`src/rtl/radio_init_pkg.sv`:
```
package radio_init_pkg;
  localparam int BYTE_W         = 8;
  localparam int MAX_XFER_BYTES = 3;
  localparam int NUM_DEFAULTS   = 15;
  localparam int STABLE_BIT     = 7;

  localparam logic [7:0] OP_STATUS      = 8'h00;
  localparam logic [7:0] OP_MEM_RD      = 8'h10;
  localparam logic [7:0] OP_MEM_WR      = 8'h20;
  localparam logic [7:0] OP_REG_WR      = 8'hC0;
  localparam logic [7:0] SHORT_ADDR_TOP = 8'h3F;
  localparam logic [7:0] FSM_STATE_ADDR = 8'h33;

  typedef enum logic [1:0] {
    ERR_NONE        = 2'd0,
    ERR_NOT_IDLE    = 2'd1,
    ERR_OSC_TIMEOUT = 2'd2
  } init_err_e;

  typedef struct packed {
    logic [7:0] addr;
    logic [7:0] data;
  } reg_default_t;

  // Ordered default list; position in the list is the write order.
  function automatic reg_default_t default_at(int unsigned i);
    reg_default_t e;
    case (i)
      0:  e = '{8'h30, 8'hF7};
      1:  e = '{8'h36, 8'h1A};
      2:  e = '{8'h46, 8'h85};
      3:  e = '{8'h47, 8'h14};
      4:  e = '{8'h4A, 8'h3F};
      5:  e = '{8'h4C, 8'h5A};
      6:  e = '{8'h4F, 8'h2B};
      7:  e = '{8'h53, 8'h11};
      8:  e = '{8'h56, 8'h10};
      9:  e = '{8'h57, 8'h0E};
      10: e = '{8'h58, 8'h03};
      11: e = '{8'h0C, 8'h60};
      12: e = '{8'h0D, 8'h03};
      13: e = '{8'h00, 8'h00};
      default: e = '{8'h34, 8'h7F};
    endcase
    return e;
  endfunction
endpackage

```
`src/rtl/us_delay.sv`:
```
module us_delay #(
  parameter int CNT_W = 8
) (
  input  logic             clk,
  input  logic             rst_n,
  input  logic             load,
  input  logic [CNT_W-1:0] value,
  input  logic             tick,
  output logic             expired
);
  logic [CNT_W-1:0] remain;

  always_ff @(posedge clk) begin
    if (!rst_n)                   remain <= '0;
    else if (load)                remain <= value;
    else if (tick && remain != 0) remain <= remain - 1'b1;
  end

  assign expired = (remain == '0);
endmodule

```
`src/rtl/default_writer_rom.sv`:
```
module default_writer_rom
  import radio_init_pkg::*;
#(
  parameter int IDX_W = 4,
  parameter int NB_W  = 2
) (
  input  logic [IDX_W-1:0]                 idx,
  output logic [NB_W-1:0]                  nbytes,
  output logic [MAX_XFER_BYTES*BYTE_W-1:0] frame
);
  reg_default_t ent;

  always_comb begin
    ent = default_at(int'(idx));
    if (ent.addr <= SHORT_ADDR_TOP) begin
      nbytes = NB_W'(2);
      frame  = {OP_REG_WR | ent.addr, ent.data, 8'h00};
    end else begin
      nbytes = NB_W'(3);
      frame  = {OP_MEM_WR, ent.addr, ent.data};
    end
  end
endmodule

```
`src/rtl/spi_byte_master.sv`:
```
module spi_byte_master #(
  parameter int MAX_BYTES = 3,
  parameter int BYTE_W    = 8
) (
  input  logic                            clk,
  input  logic                            rst_n,
  input  logic                            start,
  input  logic [$clog2(MAX_BYTES+1)-1:0]  nbytes,
  input  logic [MAX_BYTES*BYTE_W-1:0]     frame,
  output logic                            busy,
  output logic                            xfer_done,
  output logic [BYTE_W-1:0]               rx_byte,
  output logic                            sclk,
  output logic                            cs_n,
  output logic                            mosi,
  input  logic                            miso
);
  localparam int FRAME_W = MAX_BYTES * BYTE_W;
  localparam int CNT_W   = $clog2(FRAME_W + 1);

  logic [FRAME_W-1:0] shreg;
  logic [CNT_W-1:0]   bitcnt, total;

  always_ff @(posedge clk) begin
    if (!rst_n) begin
      busy <= 1'b0; xfer_done <= 1'b0; sclk <= 1'b0; cs_n <= 1'b1;
      shreg <= '0; rx_byte <= '0; bitcnt <= '0; total <= '0;
    end else begin
      xfer_done <= 1'b0;
      if (!busy) begin
        if (start) begin
          busy   <= 1'b1;
          cs_n   <= 1'b0;
          shreg  <= frame;
          bitcnt <= '0;
          total  <= CNT_W'(nbytes) * CNT_W'(BYTE_W);
        end
      end else if (!sclk) begin
        sclk    <= 1'b1;
        rx_byte <= {rx_byte[BYTE_W-2:0], miso};
      end else begin
        sclk  <= 1'b0;
        shreg <= shreg << 1;
        if (bitcnt == total - 1'b1) begin
          busy      <= 1'b0;
          cs_n      <= 1'b1;
          xfer_done <= 1'b1;
        end else begin
          bitcnt <= bitcnt + 1'b1;
        end
      end
    end
  end

  assign mosi = busy ? shreg[FRAME_W-1] : 1'b0;

  assert_sclk_idle_R8: assert property (@(posedge clk) disable iff (!rst_n)
    cs_n |-> !sclk);
  assert_mosi_hold_R8: assert property (@(posedge clk) disable iff (!rst_n)
    (!cs_n && !sclk && busy) |=> $stable(mosi));
  assert_no_restart_R8: assert property (@(posedge clk) disable iff (!rst_n)
    (busy && !xfer_done) |=> (busy || xfer_done));
endmodule

```
`src/rtl/radio_init_seq.sv`:
```
module radio_init_seq
  import radio_init_pkg::*;
#(
  parameter int PWR_US   = 100,
  parameter int RST_US   = 200,
  parameter int POLL_US  = 1,
  parameter int POLL_MAX = 100
) (
  input  logic       clk,
  input  logic       rst_n,
  input  logic       us_tick,
  output logic       spi_sclk,
  output logic       spi_cs_n,
  output logic       spi_mosi,
  input  logic       spi_miso,
  output logic       radio_vreg_en,
  output logic       radio_rst_n,
  output logic       init_done,
  output logic [1:0] init_err
);
  localparam int TMR_MAX = (PWR_US > RST_US) ? ((PWR_US > POLL_US) ? PWR_US : POLL_US)
                                             : ((RST_US > POLL_US) ? RST_US : POLL_US);
  localparam int TMR_W   = $clog2(TMR_MAX + 1);
  localparam int POLL_W  = $clog2(POLL_MAX + 1);
  localparam int IDX_W   = $clog2(NUM_DEFAULTS);
  localparam int NB_W    = $clog2(MAX_XFER_BYTES + 1);
  localparam int FRAME_W = MAX_XFER_BYTES * BYTE_W;

  typedef enum logic [3:0] {
    ST_BOOT, ST_PWR_WAIT, ST_RST_WAIT, ST_IDLE_WT, ST_POLL, ST_POLL_WT,
    ST_POLL_GAP, ST_WR, ST_WR_WT, ST_DONE, ST_ERR
  } seq_state_e;

  seq_state_e        state;
  logic [POLL_W-1:0] poll_cnt;
  logic [IDX_W-1:0]  wr_idx;

  logic              tmr_load, tmr_exp;
  logic [TMR_W-1:0]  tmr_val;
  logic              spi_start, spi_busy, spi_done;
  logic [NB_W-1:0]   spi_nb, rom_nb;
  logic [FRAME_W-1:0] spi_frame, rom_frame;
  logic [BYTE_W-1:0] spi_rx;

  us_delay #(.CNT_W(TMR_W)) u_delay (
    .clk(clk), .rst_n(rst_n), .load(tmr_load), .value(tmr_val),
    .tick(us_tick), .expired(tmr_exp)
  );

  default_writer_rom #(.IDX_W(IDX_W), .NB_W(NB_W)) u_rom (
    .idx(wr_idx), .nbytes(rom_nb), .frame(rom_frame)
  );

  spi_byte_master #(.MAX_BYTES(MAX_XFER_BYTES), .BYTE_W(BYTE_W)) u_spi (
    .clk(clk), .rst_n(rst_n), .start(spi_start), .nbytes(spi_nb),
    .frame(spi_frame), .busy(spi_busy), .xfer_done(spi_done), .rx_byte(spi_rx),
    .sclk(spi_sclk), .cs_n(spi_cs_n), .mosi(spi_mosi), .miso(spi_miso)
  );

  always_comb begin
    tmr_load  = 1'b0;
    tmr_val   = '0;
    spi_start = 1'b0;
    spi_nb    = rom_nb;
    spi_frame = rom_frame;
    case (state)
      ST_BOOT: begin
        tmr_load = 1'b1; tmr_val = TMR_W'(PWR_US);
      end
      ST_PWR_WAIT: if (tmr_exp) begin
        tmr_load = 1'b1; tmr_val = TMR_W'(RST_US);
      end
      ST_RST_WAIT: if (tmr_exp) begin
        spi_start = 1'b1; spi_nb = NB_W'(3);
        spi_frame = {OP_MEM_RD, FSM_STATE_ADDR, 8'h00};
      end
      ST_POLL: begin
        spi_start = 1'b1; spi_nb = NB_W'(1);
        spi_frame = {OP_STATUS, 16'h0000};
      end
      ST_POLL_WT: if (spi_done && !spi_rx[STABLE_BIT]) begin
        tmr_load = 1'b1; tmr_val = TMR_W'(POLL_US);
      end
      ST_WR: spi_start = 1'b1;
      default: ;
    endcase
  end

  always_ff @(posedge clk) begin
    if (!rst_n) begin
      state <= ST_BOOT; poll_cnt <= '0; wr_idx <= '0;
      radio_vreg_en <= 1'b0; radio_rst_n <= 1'b0;
      init_done <= 1'b0; init_err <= ERR_NONE;
    end else begin
      case (state)
        ST_BOOT: begin
          radio_vreg_en <= 1'b1;
          state <= ST_PWR_WAIT;
        end
        ST_PWR_WAIT: if (tmr_exp) begin
          radio_rst_n <= 1'b1;
          state <= ST_RST_WAIT;
        end
        ST_RST_WAIT: if (tmr_exp) state <= ST_IDLE_WT;
        ST_IDLE_WT: if (spi_done) begin
          if (spi_rx != '0) begin
            init_err <= ERR_NOT_IDLE; state <= ST_ERR;
          end else begin
            state <= ST_POLL;
          end
        end
        ST_POLL: state <= ST_POLL_WT;
        ST_POLL_WT: if (spi_done) begin
          if (spi_rx[STABLE_BIT]) begin
            wr_idx <= '0; state <= ST_WR;
          end else if (poll_cnt == POLL_W'(POLL_MAX - 1)) begin
            poll_cnt <= poll_cnt + 1'b1;
            init_err <= ERR_OSC_TIMEOUT; state <= ST_ERR;
          end else begin
            poll_cnt <= poll_cnt + 1'b1;
            state <= ST_POLL_GAP;
          end
        end
        ST_POLL_GAP: if (tmr_exp) state <= ST_POLL;
        ST_WR: state <= ST_WR_WT;
        ST_WR_WT: if (spi_done) begin
          if (wr_idx == IDX_W'(NUM_DEFAULTS - 1)) begin
            init_done <= 1'b1; state <= ST_DONE;
          end else begin
            wr_idx <= wr_idx + 1'b1; state <= ST_WR;
          end
        end
        default: ;
      endcase
    end
  end

  assert_rst_after_vreg_R2: assert property (@(posedge clk) disable iff (!rst_n)
    radio_rst_n |-> radio_vreg_en);
  assert_poll_bound_R4: assert property (@(posedge clk) disable iff (!rst_n)
    poll_cnt <= POLL_W'(POLL_MAX));
  assert_done_hold_R7: assert property (@(posedge clk) disable iff (!rst_n)
    init_done |=> init_done);
  assert_err_hold_R7: assert property (@(posedge clk) disable iff (!rst_n)
    (init_err != ERR_NONE) |=> $stable(init_err));
  assert_done_err_excl_R7: assert property (@(posedge clk) disable iff (!rst_n)
    !(init_done && init_err != ERR_NONE));
  assert_quiet_after_end_R7: assert property (@(posedge clk) disable iff (!rst_n)
    (init_done || init_err != ERR_NONE) |-> !spi_start);
  assert_start_when_free_R8: assert property (@(posedge clk) disable iff (!rst_n)
    spi_start |-> !spi_busy);
endmodule

```
`config.mk`:
```
export PLATFORM = sky130hd
export DESIGN_NAME = radio_init_seq
export DESIGN_NICKNAME = d
export VERILOG_FILES = /design/src/rtl/radio_init_pkg.sv /design/src/rtl/us_delay.sv /design/src/rtl/default_writer_rom.sv /design/src/rtl/spi_byte_master.sv /design/src/rtl/radio_init_seq.sv
export SDC_FILE = /design/constraint.sdc
export NUM_CORES = 1
export LEC_CHECK = 0
export ABC_AREA = 1
export BUFFER_PORTS_ARGS = -buffer_cell sky130_fd_sc_hd__buf_2
export CAP_MARGIN = 25
export CORE_ASPECT_RATIO = 0.75
export CORE_UTILIZATION = 35
export DETAILED_ROUTE_END_ITERATION = 7
export REMOVE_ABC_BUFFERS = 1
export SETUP_SLACK_MARGIN = 0.1
export SLEW_MARGIN = 20
export SYNTH_ARGS = -nofsm -noshare
export SYNTH_HDL_FRONTEND = slang
export SYNTH_SLANG_ARGS = --single-unit
```
`constraint.sdc`:
```
create_clock -name clk -period 2.08 [get_ports clk]
set_input_delay 0.104 -clock clk [delete_from_list [all_inputs] [get_ports clk]]
set_output_delay 0.104 -clock clk [all_outputs]
set_load 0.05 [all_outputs]
```
Word level (Yosys, flattened, before mapping)
Memory sizes are Yosys's and may differ from the RTL's. A register that Yosys moved wholly into a read port is not among the register bits.
Index checks and enable logic that the tools add are counted.
{"block": "word_totals", "ff_bits": 71, "romBits": 240, "inputBits": 4, "out_inout_bits": 8, "wordCells": 133, "n_memories": 1}
{"block": "op_classes", "addsub": 5, "n_lt_le_gt_ge": 1, "eq_ne": 25, "muxes": 57, "bitwise": 3, "n_reduce_logical": 25}
{"memory": "(name not given)", "depth": 16, "width": 15, "read_ports": 1, "rd_clocked_by_memory_dff": 1, "write_ports": 0, "line": "radio_init_pkg.sv:28", "rtl": "case (i)"}
{"op": "two-way mux 24 bit", "count": 5}
{"op": "two-way mux 4 bit", "count": 16}
{"op": "case mux 24 bit (2 select lines)", "count": 1}
{"op": "case mux 4 bit (9 select lines)", "count": 1}
{"op": "two-way mux 8 bit", "count": 3}
{"op": "case mux 8 bit (3 select lines)", "count": 1}
{"op": "two-way mux 5 bit", "count": 4}
{"op": "!= test 2 bit (second input constant)", "count": 10}
{"op": "== test 4 x 3 -> 1 bit (second input constant)", "count": 4}
{"op": "nonzero test 8 bit", "count": 2}
{"op": "two-way mux 1 bit", "count": 15}
{"op": "AND reduction 3 bit", "count": 5}
{"op": "two-way mux 2 bit", "count": 6}
{"op": "nonzero test 9 bit", "count": 1}
{"op": "== test 4 x 2 -> 1 bit (second input constant)", "count": 2}
{"op": "== test 4 bit (second input constant)", "count": 2}
{"op": "<= comparator 8 x 6 -> 1 bit (second input constant)", "count": 1}
{"op": "zero test 8 bit", "count": 1}
{"op": "!= test 2 x 1 -> 1 bit (second input constant)", "count": 4}
{"op": "case mux 2 bit (2 select lines)", "count": 2}
{"op": "case mux 4 bit (2 select lines)", "count": 1}
{"op": "AND reduction 2 bit", "count": 4}
{"op": "nonzero test 2 bit", "count": 4}
{"op": "subtractor 8 x 1 -> 8 bit (second input constant)", "count": 1}
{"op": "17 further kinds", "count": 20}

Depth between registers and ports, before layout
Gate-level depths: netlist (run 1).
{"block": "logic_depth", "ltp_word": 6, "depth_mapped": 16, "ltp_nobuf": 15}

Cells and area by module
Synthesis (run 1) repeated with hierarchy kept, for this count alone.
{"block": "hier_totals", "hier_cells": 735, "hier_area_um2": 4569.4}
{"module": "spi_byte_master", "n_inst": 1, "cells_each": 249, "area_each_um2": 1809.2, "seq_area_each_um2": 860.8}
{"module": "radio_init_seq", "n_inst": 1, "cells_each": 256, "area_each_um2": 1549.0, "seq_area_each_um2": 400.4}
{"module": "default_writer_rom", "n_inst": 1, "cells_each": 126, "area_each_um2": 610.6, "seq_area_each_um2": 0.0}
{"module": "us_delay", "n_inst": 1, "cells_each": 104, "area_each_um2": 600.6, "seq_area_each_um2": 160.2}

Least setup slack after synthesis (run 1)
Ideal clock, no wire load.
{"block": "synth_timing", "kind": "flip-flop to flip-flop", "start": "reg wr_idx[0]", "end": "reg, netlist name u_rom.ent[12]", "setup_time_ns": 0.058, "arrival_time_ns": 1.870, "required_ns": 2.022, "slack_ns": 0.152, "path_stages_with_launch": 15, "n_path_buf": 0, "period_less_slack_ns": 1.928, "path_cell_list": "dfxtp_1 inv_1 ha_1 nand2_1 nor2_1 o21ai_2 nand3_4 nand2_1 nand2_4 nand2_4 inv_2 ha_1 o21ai_0 nand2_1 nand2_1"}
{"block": "synth_between", "elab_chain_cells": 6, "word_cells_on_any_way": 9, "classes_between": "add/sub: 1; eq/ne: 2; mux: 5; reduce/logical: 1"}
{"item": "start: declaration", "line": "radio_init_seq.sv:36", "rtl": "logic [IDX_W-1:0] wr_idx;"}
{"item": "start signal: assignment", "line": "radio_init_seq.sv:91", "rtl": "state <= ST_BOOT; poll_cnt <= '0; wr_idx <= '0;"}
{"item": "start signal: assignment", "line": "radio_init_seq.sv:115", "rtl": "wr_idx <= '0; state <= ST_WR;"}
{"item": "start signal: assignment", "line": "radio_init_seq.sv:130", "rtl": "wr_idx <= wr_idx + 1'b1; state <= ST_WR;"}
{"item": "adder 4 x 1 -> 4 bit", "line": "radio_init_seq.sv:130"}
{"item": "two-way mux 4 bit", "line": "radio_init_seq.sv:127", "rtl": "if (wr_idx == IDX_W'(NUM_DEFAULTS - 1)) begin"}
{"item": "two-way mux 4 bit", "line": "radio_init_seq.sv:126", "rtl": "ST_WR_WT: if (spi_done) begin"}
{"item": "case mux 4 bit (2 select lines)", "line": "radio_init_seq.sv:95", "rtl": "case (state)"}
{"item": "two-way mux 4 bit (no source line) (*) (2 in a row)"}
Every way passes the cells marked *; elsewhere a longest branch is shown, timed or not. The select of a mux whose other input is x is not followed.
A chain may end at the register's enable or synchronous reset.

Final worst setup path (run 1)
{"block": "layout_timing", "start": "reg wr_idx[0]", "end": "reg, netlist name u_rom.ent[0]"}
{"block": "layout_between", "elab_chain_cells": 6, "word_cells_on_any_way": 9, "classes_between": "add/sub: 1; eq/ne: 2; mux: 5; reduce/logical: 1"}
{"item": "adder 4 x 1 -> 4 bit", "line": "radio_init_seq.sv:130"}
{"item": "two-way mux 4 bit", "line": "radio_init_seq.sv:127"}
{"item": "two-way mux 4 bit", "line": "radio_init_seq.sv:126"}
{"item": "case mux 4 bit (2 select lines)", "line": "radio_init_seq.sv:95"}
{"item": "two-way mux 4 bit (no source line) (*) (2 in a row)"}
Marks and branches as above.

==> reports/qor.yml, run 1 <==
status: "finished clean"
antenna_found_initial: 0
fin_hold_ws_ps: 112
layout-drive-gt1-share: 0.202
crit_top_cell: "ha_1"
worstMarginPinSlew_ps: 584
clk_latency_ps: 340
period_minus_slack_ps: 1920
start_kind: "flip-flop"
arrival_ps: 2120
cts_sinks: 86
critical_path_class: "flip-flop to flip-flop"
fill_cells: 1236
synth-seq-cells: 86
cpPeakStageDelay_ps: 320
wl_per_cell_um: 13.2
yosysUniqueCellTypes: 40
drtPass1Iterations: 4
hpwlAfterDp_um: 7620
slowest_stage: "dfxtp_2"
place_area_um2: 4690
die_w_um: 131
cp_max_fo: 4
drt_wl_total_um: 10700
synth_area_um2: 4390
grt_max_degree: 45
grt_pass1_wl_um: 18300
peakVddDrop_mv: 0.491
synth_top_flop_cell: "dfxtp_1"
drt-initial-drc-count: 243
overflow: 0
syn-instance-count: 609
hold_viol: 0
htreeDepth: 3
slew-limit-headroom: 0.608
synth_simple_gate_area_frac: 0.327
design.die.area_um2: 13000
synth_top_family_by_area: "simple AND/OR/NAND/NOR gates"
ant_nets: 0
fmax_ghz: 0.521
cts-root-buf: "clkbuf_16"
dieHeight_um: 99.0
ys_async_sr_fraction: 0
final_common_cell: "nand2_1"
clk_pin_slew_ps: 60
vias: 4090
cap_violations: 0
place.gp.congestion: 0.906
via_per_inst: 5.06
synth_fa_ha_area_frac: 0.0256
required_ps: 2290
grt_pass1_vias: 3738
cts_buffers: 9
mostFrequentLayoutCells: "nand2_1, dfxtp_1, nor2_1, a21oi_1, o21ai_0"
synth_edf_count: 0
yosys_warnings: 0
critPathTopFamily: "simple AND/OR/NAND/NOR gates"
synth_xor_area_frac: 0.0140
hold_class: "primary input to flip-flop"
cts.path.max_buffers: 2
nets: 651
end_kind: "flip-flop"
tns_ps: 0
final_cells: 809
drc_errors: 0
rsz0062_at_grt: "true"
dp_cells: 786
area_delta_synth_final_pct: 20.2
finalSetupViolCount: 0
yosysSeqAreaShare: 0.392
synth.avg_cell_area_um2: 7.21
finalClockSkew_ps: 3.93
final_cell_area_um2: 5280
leakagePower_uw: 0.00231
finalMaxSlewViolations: 0
n_antenna_cell: 0
io_buffers: 11
synthMuxAreaShare: 0
rows: 35
initial_utilization: 0.358
synth_compound_area_frac: 0.165
io_pins: 12
core-area_um2: 12300
cts_tree: "yes"
track_usage: 0.173
cellPowerDensity_nw_per_um2: 1190
period_share: 0.923
crit_chain: "inv_1 -> ha_1 -> nand2_2 -> nor2_4 -> o21ai_4 -> nand4_1 -> nand3_4 -> buf_4 -> ha_1 -> nand2_1 -> o211ai_1"
critPathBufInv: 2
per-stage QoR:
| step | setup WS, ps | utilization | power [µW] |
|---|---|---|---|
| 2_1_floorplan | 85.5 | - | 3680 |
| 6_report | 161 | 0.430 | 6260 |
| 3_5_place_dp | -44.8 | 0.383 | 4240 |
| 3_3_place_gp | 72.1 | 0.383 | 4210 |
| 4_1_cts | 97.5 | 0.413 | 6050 |
| 5_1_grt | 66.0 | 0.430 | 6690 |
power breakdown:
group / switching (µW) / internal (µW)
Clock: 662 / 1120
Sequential: 271 / 2000
Combinational: 1420 / 792
Total: 2350 / 3900
what timing repair did:
item / 4_1_cts / 5_1_grt
hold buffers: 1 / 0
pin swaps: 1 / 12
hold endpoints to repair: 1 / 0
gates resized for setup: 4 / 51
setup buffers: 2 / 4
endpoints found under the setup margin: 21 / 54
registers in the layout, indices dropped and copies added, names as in the netlist:
signal           count
poll_cnt             7
u_spi.total          2
u_spi.rx_byte        8
radio_vreg_en        1
u_rom.ent           15
u_delay.remain       8
radio_rst_n          1
wr_idx               4
u_spi.bitcnt         5
u_spi.xfer_done      1
u_spi.shreg         24
init_done            1
u_spi.sclk           1
init_err             2
u_spi.cs_n           1
u_spi.busy           1
state                4
tightest hold or removal path: cells and delay by family:
family	cells	cell delay (ps)
AND/OR/NAND/NOR	2	180
AO/OA/AOI/OAI	1	60
buffers and inverters	1	80
kinds of logic (layout without fill, tap and decap cells):
logic type / count (synthesis) / count (layout)
buffers and inverters: 77 / 111
adders and majority gates: 9 / 9
and+or+nand+nor: 293 / 293
DFF: 86 / 86
xor gates and xnor gates: 7 / 7
AOI/OAI and AO/OA: 137 / 137
layout make-up:
| cell class | count | area, µm² | area share |
|---|---|---|---|
| multi-input combinational | 446 | 2490 | 0.472 |
| sequential | 86 | 1730 | 0.328 |
| timing repair buffer | 40 | 298 | 0.0564 |
| clock buffer | 11 | 253 | 0.0479 |
| inverter | 55 | 218 | 0.0413 |
| tap | 166 | 208 | 0.0394 |
| clock inverter | 5 | 81.3 | 0.0154 |
final timing paths:
| path | from | to | slack (ps) | depth (start not counted) |
|---|---|---|---|---|
| setup reg to reg | wr_idx[0] | u_rom.ent[0] | 160 | 11 |
| setup / recovery | wr_idx[0] | u_rom.ent[0] | 160 | 11 |
| hold reg to reg | init_err[0] | init_err[0] | 460 | 2 |
| hold / removal | us_tick | u_delay.remain[1] | 110 | 4 |
per-layer routing:
layer | vias to the layer above | track usage | share of wire
met1 | 1892 | 0.247 | 0.51
met2 | 102 | 0.260 | 0.42
met5 | - | 0 | 0
met3 | 17 | 0.0396 | 0.049
li1 | 2079 | - | -
met4 | 0 | 0.0501 | 0.016
Yosys cell counts (all sizes together) (2+ instances only):
cell type	count	area, µm²
nand2	133	592
a31oi	9	56.3
a21oi	58	290
nor3	12	65.1
nand3	48	293
buf	13	93.8
and3	2	12.5
or2	3	18.8
o211ai	2	15.0
clkbuf	9	33.8
ha	9	113
o22ai	2	12.5
xnor2	2	17.5
nor2	82	372
inv	54	205
nand4	11	68.8
o21ai	62	318
xor2	5	43.8
dfxtp	86	1720
(Power assumes the default switching activity.)
==> inputs of run 2 (changes only) <==
--- a/config.mk
+++ b/config.mk
@@ -7,8 +7,8 @@
 export LEC_CHECK = 0
 export ABC_AREA = 1
 export BUFFER_PORTS_ARGS = -buffer_cell sky130_fd_sc_hd__buf_2
-export CAP_MARGIN = 25
 export CORE_ASPECT_RATIO = 0.75
+export CORE_MARGIN = 2
 export CORE_UTILIZATION = 35
 export DETAILED_ROUTE_END_ITERATION = 7
 export REMOVE_ABC_BUFFERS = 1
==> run 2 against run 1 <==
Cell area is 0.95% lower. Highest routed layer unchanged. Count of clock-buffer cells in the layout unchanged. Fmax rose by 0.44%. Critical endpoint is now u_rom.ent[11]. Utilization decreased by 0.41 points. Non-clock buffer count shrank 1. Clock power down 3%. Worst setup slack better by 8.4 ps. Sequential share of layout area grew 0.36 points. First-iteration DRC count grew 5.3%.
==> reports/qor.yml, run 2 (synthesis gave the netlist of run 1 again) <==
drtPass1Iterations: 4  # unchanged
cts_buffers: 9  # unchanged
cts_tree: "yes"
status: "finished clean"
regArea_um2: 1730  # +0.14%
overflow: 0  # unchanged
finalClockSkew_ps: 6.57  # +2.63 ps
fill_cells: 1243  # +0.57%
drt-initial-drc-count: 256  # +5.3%
final_common_cell: "nand2_1"
leakagePower_uw: 0.00227  # -1.4%
start_kind: "flip-flop"
combPwrFrac: 0.349  # -0.005
post-route-util: 0.426  # -0.00408
grt_pass1_wl_um: 17700  # -2.9%
htreeDepth: 3  # unchanged
largest_register_ffs: 24  # unchanged
wl_per_cell_um: 13.1  # -0.78%
clock_power_share: 0.282  # -0.002
finalMaxSlewViolations: 0  # unchanged
total_power_uw: 6140  # -1.9%
cellPowerDensity_nw_per_um2: 1170  # -0.95%
rsz0062_at_grt: "true"
rows: 35  # unchanged
r2r-end: "u_rom.ent[11]"
dp_slack_ps: -0.716  # +44.1 ps
min_to: "u_delay.remain[1]"
n_antenna_cell: 0  # unchanged
slowest_stage: "dfxtp_4"
initial_utilization: 0.358  # unchanged
dieHeight_um: 101  # +2.0%
period_share: 0.919  # -0.00406
period_minus_slack_ps: 1910  # -8.44 ps
grt_max_degree: 26  # -42%
layout-drive-gt1-share: 0.193  # -0.00903
finalSetupViolCount: 0  # unchanged
nets: 650  # -0.15%
hold_class: "primary input to flip-flop"
final_cells: 808  # -0.12%
cts-root-buf: "clkbuf_16"
ant_nets: 0  # unchanged
hpwlAfterDp_um: 7500  # -1.6%
area_delta_synth_final_pct: 19.0
switching_share: 0.374  # -0.00233
slew-limit-headroom: 0.416  # -0.192
grt_pass1_vias: 3706  # -0.86%
critical_path_class: "flip-flop to flip-flop"
design.die.area_um2: 13500  # +3.6%
required_ps: 2360  # +70 ps
clk_latency_ps: 340  # about the same
worstHoldStart: "us_tick"
vias: 4157  # +1.6%
cp_max_fo: 7  # +3
whs_path_depth: 4  # unchanged
peakVddDrop_mv: 0.473  # -3.7%
largestRegisters: "u_spi.shreg: 24 flops, u_rom.ent: 15 flops"
io_pins: 12  # unchanged
core-area_um2: 12300  # unchanged
fmax_ghz: 0.523  # +0.44%
arrival_ps: 2190  # +70 ps
mostFrequentLayoutCells: "nand2_1, dfxtp_1, nor2_1, a21oi_1, o21ai_0"
clk_pin_slew_ps: 60  # about the same
place.gp.congestion: 0.892  # -1.5%
largest-register: "u_spi.shreg"
rr_startpoint: "wr_idx[0]"
cts.path.max_buffers: 2  # unchanged
dp_cells: 782  # -0.51%
cap_violations: 0  # unchanged
worstMarginPinSlew_ps: 876  # +292 ps
track_usage: 0.162  # -0.0110
power_switching_uw: 2300  # -2.5%
multiInputGateArea_um2: 2480  # -0.60%
die_w_um: 133  # +1.5%
internal_power_uw: 3850  # -1.5%
r2r_slack_ps: 170  # about the same
end_kind: "flip-flop"
crit_chain: "inv_1 -> ha_1 -> nand2_2 -> nor2_4 -> o21ai_4 -> nand3_4 -> nand2_4 -> nand2_4 -> nand2_8 -> inv_4 -> ha_4 -> inv_1 -> nand3_1 -> nand3_2"
hold_viol: 0  # unchanged
antenna_found_initial: 0  # unchanged
cts_sinks: 86  # unchanged
drt_wl_total_um: 10600  # -0.90%
finalWorstSetupSlack_ps: 169  # +8.44 ps
cpPeakStageDelay_ps: 350  # +30 ps
p_seq_frac: 0.368  # +0.006
ff2ff_path_depth: 14  # +3
drc_errors: 0  # unchanged
tns_ps: 0  # unchanged
io_buffers: 11  # unchanged
via_per_inst: 5.14  # +1.8%
[run 2: cell type report]
class / count / share of cell area
Multi-Input combinational cell: 446 / 0.474
Sequential cell: 86 / 0.331
Timing Repair Buffer: 39 / 0.0527
Clock buffer: 11 / 0.0464
Inverter: 55 / 0.0405
Tap cell: 166 / 0.0397
Clock inverter: 5 / 0.0158
[run 2: worst max-delay path by stage]
| stage | startpoint | to | cells after the start | slack, ps |
|---|---|---|---|---|
| floorplan | u_spi.busy | u_spi.bitcnt[3] | 7 | 90 |
| global placement | wr_idx[0] | u_rom.ent[12] | 14 | 50 |
| detailed placement | wr_idx[0] | u_rom.ent[12] | 14 | -0.7 |
| CTS | wr_idx[0] | u_rom.ent[12] | 14 | 90 |
| global route | wr_idx[0] | u_rom.ent[0] | 11 | 50 |
| finish | wr_idx[0] | u_rom.ent[11] | 14 | 170 |
[run 2: metal layers]
metal	global-route usage	part of all wire	routed length (µm)	vias up
met2	0.245	0.43	4590	105
met3	0.0377	0.060	633	9
met1	0.231	0.50	5240	1962
li1	-	-	-	2081
met5	0	0	0	-
met4	0.0475	0.011	116	0
[run 2: critical path, delay by kind of cell (launching register included)]
family,cells,cell delay [ps]
simple gates,8,770
fa+ha+maj,2,360
flops,1,350
compound gates,1,190
buf+inv,3,180
[run 2: power groups by stage]
stage,combinational (µW),sequential [µW],clock (µW)
after global placement,1920,2270,0
after CTS,1950,2250,1770
final,2140,2260,1730
after floorplan,1370,2310,0
after detailed placement,1940,2280,0
after global routing,2430,2310,1840
[run 2: through the flow]
stage	hold slack, ps	instance area [µm²]
2_1_floorplan	225	4260
3_3_place_gp	337	4660
3_5_place_dp	338	4660
4_1_cts	86.5	5020
5_1_grt	156	5230
6_report	133	5230
[run 2: what timing repair did]
action / CTS / global route
hold buffers: 1 / 0
setup endpoints to repair: 17 / 53
resized for setup: 9 / 34
hold endpoints to repair: 1 / 0
pin swaps: 1 / 17
buffers inserted: 0 / 9
